File: config.mk
export PLATFORM = sky130hd
export DESIGN_NAME = auxsw_nibble_bus
export DESIGN_NICKNAME = d
export VERILOG_FILES = /design/src/rtl/auxsw_nibble_bus.sv
export SDC_FILE = /design/constraint.sdc
export NUM_CORES = 1
export LEC_CHECK = 0
export BUFFER_PORTS_ARGS = -buffer_cell sky130_fd_sc_hd__buf_4
export CAP_MARGIN = 40
export CORE_AREA = 5 5 47 69
export DETAILED_ROUTE_END_ITERATION = 12
export DIE_AREA = 0 0 52 74
export PLACE_DENSITY_LB_ADDON = 0.15
export REMOVE_ABC_BUFFERS = 1
export SLEW_MARGIN = 20
export SYNTH_ARGS = -nofsm -noshare
export SYNTH_HDL_FRONTEND = slang
export SYNTH_SLANG_ARGS = --single-unit
File: constraint.sdc
create_clock -name clk -period 2.4 [get_ports clk]
set_clock_uncertainty 0.05 [all_clocks]
set_input_delay 0.48 -clock clk [delete_from_list [all_inputs] [get_ports clk]]
set_output_delay 0.48 -clock clk [all_outputs]
set_load 0.03 [all_outputs]
File: src/rtl/auxsw_nibble_bus.sv
module auxsw_nibble_bus #(
  parameter int W = 4,
  parameter logic [W-1:0] SW_ADDR   = 4'hF,
  parameter logic [W-1:0] NIB_ADDR  = 4'h3,
  parameter logic [W-1:0] BYTE_ADDR = 4'h5
) (
  input  logic         clk,
  input  logic         rst_n,
  input  logic [W-1:0] addr,
  input  logic [W-1:0] wdata,
  input  logic         out_stb,
  input  logic         in_stb,
  output logic [W-1:0] rdata
);
  localparam int BW = 2 * W;

  logic          armed;
  logic [W-1:0]  target;
  logic          hi_phase;
  logic [W-1:0]  pri_a, aux_a, pri_b;
  logic [BW-1:0] aux_b;

  wire acc       = in_stb | out_stb;
  wire sw_wr     = out_stb && (addr == SW_ADDR);
  wire hit_a     = (addr == NIB_ADDR);
  wire hit_b     = (addr == BYTE_ADDR);
  wire aux_a_sel = armed && (target == NIB_ADDR) && hit_a;
  wire aux_b_sel = armed && (target == BYTE_ADDR) && hit_b;

  always_ff @(posedge clk or negedge rst_n) begin
    if (!rst_n) begin
      armed    <= 1'b0;
      target   <= '0;
      hi_phase <= 1'b0;
    end else if (sw_wr) begin
      armed    <= 1'b1;
      target   <= wdata;
      hi_phase <= 1'b0;
    end else if (acc && aux_a_sel) begin
      armed <= 1'b0;
    end else if (acc && aux_b_sel) begin
      if (hi_phase) begin
        armed    <= 1'b0;
        hi_phase <= 1'b0;
      end else begin
        hi_phase <= 1'b1;
      end
    end
  end

  always_ff @(posedge clk or negedge rst_n) begin
    if (!rst_n) begin
      pri_a <= '0;
      aux_a <= '0;
      pri_b <= '0;
      aux_b <= '0;
    end else if (out_stb) begin
      if (hit_a) begin
        if (aux_a_sel) aux_a <= wdata;
        else           pri_a <= wdata;
      end
      if (hit_b) begin
        if (aux_b_sel) begin
          if (hi_phase) aux_b[BW-1:W] <= wdata;
          else          aux_b[W-1:0]  <= wdata;
        end else begin
          pri_b <= wdata;
        end
      end
    end
  end

  logic [W-1:0] rd;
  always_comb begin
    rd = '0;
    if (in_stb) begin
      if (addr == SW_ADDR)  rd = armed ? target : '0;
      else if (hit_a)       rd = aux_a_sel ? aux_a : pri_a;
      else if (hit_b)       rd = aux_b_sel ? (hi_phase ? aux_b[BW-1:W] : aux_b[W-1:0]) : pri_b;
    end
  end
  assign rdata = rd;
endmodule

---- Word level (Yosys, flattened, before mapping) ----
Cells that the tools add are included.
operators by class
  mux-type cells .......................... 16
  bitwise logic cells ..................... 4
  reductions and logical operators ........ 17
  equality and inequality tests ........... 6
operators with widths
  operator                                                         number
  4-bit 2-to-1 mux                                                 8
  3-bit AND reduction                                              3
  4-bit by 2-bit == test with 1-bit output, second input constant  2
  4-bit by 3-bit == test with 1-bit output, second input constant  2
  1-bit 2-to-1 mux                                                 8
  4-bit AND reduction                                              2
  1-bit logical AND                                                7
  3-bit nonzero test                                               2
  4-bit == test, second input constant                             1
  2-bit AND reduction                                              2
  1-bit NOT                                                        3
  2-bit inequality test, second input constant                     1
  2-bit nonzero test                                               1
  1-bit bitwise OR                                                 1
word-level totals
  logic and storage cells ................. 51
  input bits .............................. 12
  output and inout bits ................... 4
  register bits ........................... 26

---- Depth between registers and ports, before layout ----
Gate-level depths: netlist of the first run.
  depth after elaboration ................. 8
  gate-level depth with buffers ........... 6
  depth with buffers taken out ............ 4

---- Worst setup path after synthesis of the first run ----
OpenSTA, ideal clock, no wires.
  path type ............................... input -> output
  from .................................... in addr[2]
  to ...................................... out rdata[0]
  stages .................................. 5
  required time ........................... 1.870 ns
  data arrival time ....................... 2.075 ns
  path slack .............................. -0.205 ns
  path buffers ............................ 1
  cells stage by stage .................... and4bb_2 buf_2 nand2_1 mux2_2 a311oi_1
on the way
  longest elaborated chain between the ends .. 7
  elaborated cells on any way between the ends .. 11
  classes of those cells .................. 3 x eq/ne; 6 x mux; 2 x reduce/logical
ends and longest elaborated chain
  item                                      RTL line  RTL
  start: declaration                        9         input logic [W-1:0] addr,
  4-bit by 3-bit == test with 1-bit output  26        wire hit_b = (addr == BYTE_ADDR);
  1-bit logical AND                         28        wire aux_b_sel = armed && (target == BYTE_ADDR) && hit_b;
  4-bit 2-to-1 mux (2 in a row)             79        else if (hit_b) rd = aux_b_sel ? (hi_phase ? aux_b[BW-1:W] : aux_b[W-1:0]) : pri_b;
  4-bit 2-to-1 mux                          78        else if (hit_a) rd = aux_a_sel ? aux_a : pri_a;
  4-bit 2-to-1 mux (*)                      77        if (addr == SW_ADDR) rd = armed ? target : '0;
  4-bit 2-to-1 mux (*)                      76        if (in_stb) begin
  end: declaration                          13        output logic [W-1:0] rdata
Every way passes the cells marked *; elsewhere a longest branch is shown, timed or not.

---- Final worst setup path of the first run ----
  from .................................... reg target[3]
  to ...................................... out rdata[2]
on the way
  longest elaborated chain between the ends .. 8
  elaborated cells on any way between the ends .. 12
  classes of those cells .................. 2 x eq/ne; 6 x mux; 4 x reduce/logical
ends and longest elaborated chain
  item                                      RTL line  RTL
  start: declaration                        18        logic [W-1:0] target;
  start signal: assignment                  37        target <= wdata;
  4-bit by 3-bit == test with 1-bit output  28
  1-bit logical AND (2 in a row)            28
  4-bit 2-to-1 mux (2 in a row)             79
  4-bit 2-to-1 mux (*)                      78
  4-bit 2-to-1 mux (*)                      77
  4-bit 2-to-1 mux (*)                      76
Marked as above.

==> results of run 1 <==
==> Yosys cell counts (2+ instances only) <==
cell,number
nand2_1,9
a21oi_1,5
a311oi_1,4
dfrtp_1,26
mux2_4,4
nand4_1,2
o21ai_0,3
buf_2,2
nand3_1,5
buf_6,2
mux2_2,24
o211ai_1,4
mux2i_1,4
inv_1,2
==> report_power, final <==
part | switching (mW) | leakage (nW) | internal, mW | total [mW]
registers | 0.0429 | 0.339 | 0.496 | 0.539
clock network | 0.133 | 0.0288 | 0.147 | 0.279
logic | 0.0928 | 0.381 | 0.101 | 0.194
==> through the flow <==
step	cells	utilization, %	power (mW)	setup TNS, ns	worst slack, ns
floorplan	105	-	0.645	-3.31	-0.773
global placement	159	58.1	0.716	0	0.0362
detailed placement	159	58.1	0.722	0	0.00655
CTS	164	61.2	1.02	0	0.00315
global route	164	62.4	1.06	-0.150	-0.0483
finish	164	62.4	1.01	0	0.0116
==> sequential cells by signal, summed over array words and instances (netlist names) <==
name	flops
armed	1
pri_b	4
hi_phase	1
aux_a	4
aux_b	8
target	4
pri_a	4
==> worst min path at each step <==
| stage | start | to | slack [ns] |
|---|---|---|---|
| floorplan | rst_n | armed$_DFFE_PN0P_ | 0.13 |
| global placement | rst_n | target[0]$_DFFE_PN0P_ | 0.35 |
| detailed placement | rst_n | target[3]$_DFFE_PN0P_ | 0.36 |
| CTS | rst_n | target[3]$_DFFE_PN0P_ | 0.06 |
| global route | rst_n | target[0]$_DFFE_PN0P_ | 0.07 |
| finish | rst_n | target[3]$_DFFE_PN0P_ | 0.05 |
==> kinds of logic (layout without fill, tap and decap cells) <==
family / Yosys count / in the layout / share of synthesized area (%)
multiplexers: 32 / 32 / 26.7
XOR/XNOR: 1 / 1 / 0.631
flip-flops: 26 / 26 / 46.9
AO/OA/AOI/OAI: 17 / 17 / 8.39
buffers and inverters: 8 / 24 / 3.52
AND/OR/NAND/NOR: 27 / 27 / 13.9
==> per-layer routing <==
layer | global-route usage, % | wire, um | part of all wire [%] | vias to the layer above
li1 | - | - | - | 440
met4 | 6.41 | 60 | 2.0 | 0
met5 | 0 | 0 | 0 | -
met1 | 19.3 | 1130 | 38 | 481
met2 | 30.1 | 1610 | 55 | 34
met3 | 2.40 | 149 | 5.1 | 6
==> timing repair <==
item,CTS,global route
endpoints found under the setup margin,4,4
endpoints found under the hold margin,0,0
resized for setup,4,8
setup buffers,1,0
pin swaps,1,6
==> final cells by class <==
type / instances / share of cell area [%]
Clock buffer: 4 / 3.37
Inverter: 2 / 0.460
Multi-Input combinational cell: 77 / 45.2
Sequential cell: 26 / 39.8
Tap cell: 37 / 2.84
Timing Repair Buffer: 18 / 8.28
==> flow_summary.ini, run 1 <==
[status]
status = completed

[critical_path]
path_cells = and3b_2 -> nand2_4 -> mux2_4 -> a311oi_2 -> buf_4
critical_path_buf_inv_count = 1
cp.required_ns = 1.87
crit_fanout = 6
critical_path.endpoint_type = output port
crit_start = target[3]$_DFFE_PN0P_
setup.worst_path.end = rdata[2]
path_depth = 5
r2r_cells = 4
r2r_end = aux_b[0]$_DFFE_PN0P_
slowest_delay_ns = 0.40
worstReg2RegStart = target[3]$_DFFE_PN0P_
crit_path_start_kind = flip-flop
crit_type = reg2out
crit_family = simple AND/OR/NAND/NOR gates
r2r_setup_slack_ns = 0.71
crit_arrival_ns = 1.86
slowest_stage = dfrtp_1

[detailed_routing]
via_per_inst = 5.86
first_iter_violations = 36
dr.pass1.iters = 4
drc = 0
wire_per_inst_um = 18.0
route.vias.total = 961
ant_nets = 0
finalWirelength_mm = 2.95

[logic_synthesis]
synthArstFlopShare_pct = 100
synth-main-ff-cell = dfrtp_1
synth_cells = 111
ys_warn_count = 0
synth-seq-cells = 26
yosysTopAreaCellShare_pct = 46.9
synth_cell_types = 29
seq_area_frac_synth_pct = 46.9
synth_top_cells_by_area = dfrtp_1 (47%), mux2_2 (19%), mux2_4 (4.3%), mux2i_1 (2.9%), a311oi_1 (2.5%)
synthesis.area_sq_um = 1390
yosys.area.top_type = dfrtp_1
synth-edff-count = 0
syn_avg_cell_area_sq_um = 12.5

[clock_tree]
h-tree-depth = 1
clock-sinks = 26
path_clk_slew_ns = 0.08
hold_buffers = 0
clk_path_buf_depth = 2
cts_tree = built
cts_buffers = 3
cts_root_buf = clkbuf_8
insertion_delay_ns = 0.27

[global_route]
grt_max_degree = 27
grt_remaining_overflow = 0
grt_pass1_vias = 1009
grt_pass1_wl_mm = 4.69
track_usage_pct = 16.6
grt_antenna_before_repair = 0

[sta]
holdWs_ns = 0.0491
max_slew.worst_pin.slew_ns = 0.464
period_share_pct = 99.5
max_freq_ghz = 0.419
min_period_ns = 2.39
slew_violations = 0
hold_viol = 0
relSlewSlack_pct = 68.9
finalSetupViolations = 0
rsz0062_at_grt = yes

[place]
placed_area_sq_um = 1520
gp_congestion = 0.803
place.port_buffers = 15
dp_hpwl_mm = 2.16

[cells_and_area]
num-fill-cells = 211
final_common_cell = dfrtp_1
layout_common_cells = dfrtp_1 (26), mux2_2 (20), buf_4 (18), nand2_1 (9), mux2_4 (8)
area_delta_synth_final_pct = 17.7
drive_above_1_share_pct = 49.6
ff_latch_area_sq_um = 651
final_cell_area_sq_um = 1630
multi_input_area_sq_um = 738
n_antenna_cell = 0
final_nets = 140

[power_and_ir_drop]
pwr_density_cell_nw_per_um2 = 619
leakage_nw = 0.748
ir_drop_v = 0.000508

[floorplanning]
die_area_sq_um = 3850
ios = 16
die_h_um = 74
rows = 23
start_util_pct = 53.0
core-area_sq_um = 2620
die_w_um = 52

[job]
maxCapViolations = 0

[hold_path]
hp-class = in2async
(Power assumes the default switching activity.)
==> run 2, diff against run 1 <==
SETUP_SLACK_MARGIN = 0.15   (was not set)
SLEW_MARGIN = 10   (was 20)
==> run 2 against run 1 <==
  * Cell count is 0.61% higher
  * Largest power group unchanged
  * Critical endpoint unchanged
  * Critical path depth stayed put
  * Highest routed layer unchanged
  * Cell area is essentially flat
  * Via count up 1.5%
  * Setup slack gained 0.017 ns
  * Combinational power rose by 3%
  * Clock power about the same
  * Die area stayed put
==> flow_summary.ini, run 2 (synthesis results as in run 1) <==
[status]
status = completed

[clock_tree]
cts_buffers = 3
h-tree-depth = 1
cts_root_buf = clkbuf_8
clock-sinks = 26
clk_path_buf_depth = 2
insertion_delay_ns = 0.27
path_clk_slew_ns = 0.08
cts_tree = built
hold_buffers = 0

[cells_and_area]
drive_above_1_share_pct = 50.8
final_nets = 141
n_antenna_cell = 0
top_register = aux_b
num-fill-cells = 213
area_delta_synth_final_pct = 17.6
final_common_cell = dfrtp_1
largest_reg_flops = 8
layout_common_cells = dfrtp_1 (26), mux2_2 (24), buf_4 (19), nand2_1 (9)
multi_input_area_sq_um = 729
ff_latch_area_sq_um = 651

[critical_path]
crit_type = reg2out
critical_path.endpoint_type = output port
crit_arrival_ns = 1.84
crit_fanout = 6
crit_path_start_kind = flip-flop
slowest_stage = dfrtp_1
cp.required_ns = 1.87
slowest_delay_ns = 0.39
path_cells = and3b_2 -> nand2_4 -> mux2_2 -> a311oi_2 -> buf_4

[sta]
fin_setup_tns_ns = 0
slew_violations = 0
hold_viol = 0
max_freq_ghz = 0.422
finalSetupViolations = 0
min_period_ns = 2.37
relSlewSlack_pct = 68.1
period_share_pct = 98.8
max_slew.worst_pin.slew_ns = 0.476
rsz0062_at_grt = yes

[global_route]
grt_antenna_before_repair = 0
track_usage_pct = 16.7
grt_pass1_vias = 1007
grt_remaining_overflow = 0
grt_pass1_wl_mm = 4.73
grt_max_degree = 27

[power_and_ir_drop]
ir_drop_v = 0.000507
leakage_nw = 0.728
total_power_mw = 1.02
pwr_density_cell_nw_per_um2 = 622

[detailed_routing]
ant_nets = 0
dr.pass1.iters = 4
wire_per_inst_um = 17.7
first_iter_violations = 30
route.vias.total = 975
drc = 0
finalWirelength_mm = 2.92
via_per_inst = 5.91

[floorplanning]
die_h_um = 74
core-area_sq_um = 2620
start_util_pct = 53.0
rows = 23
ios = 16
die_w_um = 52
die_area_sq_um = 3850

[place]
gp_congestion = 0.803
place.port_buffers = 15
dp_hpwl_mm = 2.16

[hold_path]
hp-class = in2async

[job]
maxCapViolations = 0
## run 2: cell count changes in the layout (fill, tap and decap cells not counted)
cell      change
mux2_2        +4
nor4bb_2      +1
mux2_4        -4
buf_4         +1
nor4bb_1      -1
## run 2: repair_timing
action                                  4_1_cts  5_1_grt
endpoints found under the setup margin        4        4
gates resized for setup                       6        3
gates cloned                                  0        0
pin swaps                                     6        2
buffers inserted                              2        0
## run 2: cell type report
| class | instances | share of cell area (%) |
|---|---|---|
| multi-input combinational | 77 | 44.7 |
| tap | 37 | 2.84 |
| timing repair buffer | 19 | 8.74 |
| inverter | 2 | 0.460 |
| clock buffer | 4 | 3.37 |
| sequential | 26 | 39.9 |
## run 2: final timing paths
check	slack (ns)	to	startpoint	depth (start not counted)
min	0.05	target[3]$_DFFE_PN0P_	rst_n	1
min in group clk	0.44	hi_phase$_DFFE_PN0P_	out_stb	2
min reg2reg	0.46	aux_a[2]$_DFFE_PN0P_	aux_a[2]$_DFFE_PN0P_	1
max in group asynchronous	2.01	aux_a[0]$_DFFE_PN0P_	rst_n	1
max	0.03	rdata[2]	armed$_DFFE_PN0P_	5
max reg2reg	0.70	aux_b[0]$_DFFE_PN0P_	target[3]$_DFFE_PN0P_	4
## run 2: power by group
group / internal, mW / leakage (nW) / switching [mW]
combinational: 0.104 / 0.360 / 0.0941
clock: 0.147 / 0.0288 / 0.133
sequential: 0.496 / 0.339 / 0.0418
total: 0.747 / 0.728 / 0.269
## run 2: worst max-delay path, delay by kind of cell, from the launching register on
kind / cells / cell delay [ns]
AOI/OAI and AO/OA: 1 / 0.26
buffers and inverters: 1 / 0.21
DFF: 1 / 0.39
muxes: 1 / 0.35
and+or+nand+nor: 2 / 0.37
## run 2: stage by stage
| step | setup slack (ns) | utilization [%] | hold WS [ns] | instance area [sq um] | instances |
|---|---|---|---|---|---|
| after CTS | 0.0296 | 61.7 | 0.0618 | 1620 | 165 |
| after detailed placement | 0.00655 | 58.1 | 0.359 | 1520 | 159 |
| after floorplan | -0.773 | - | 0.134 | 1350 | 105 |
| after global routing | -0.0395 | 62.3 | 0.0707 | 1630 | 165 |
| after global placement | 0.0362 | 58.1 | 0.346 | 1520 | 159 |
| final | 0.0291 | 62.3 | 0.0480 | 1630 | 165 |
## run 2: layer usage
layer | track usage, % | part of all wire (%) | wire length (um)
met3 | 2.20 | 4.1 | 120
met4 | 6.12 | 2.2 | 63
met5 | 0 | 0 | 0
met1 | 19.4 | 40 | 1170
met2 | 30.6 | 54 | 1570
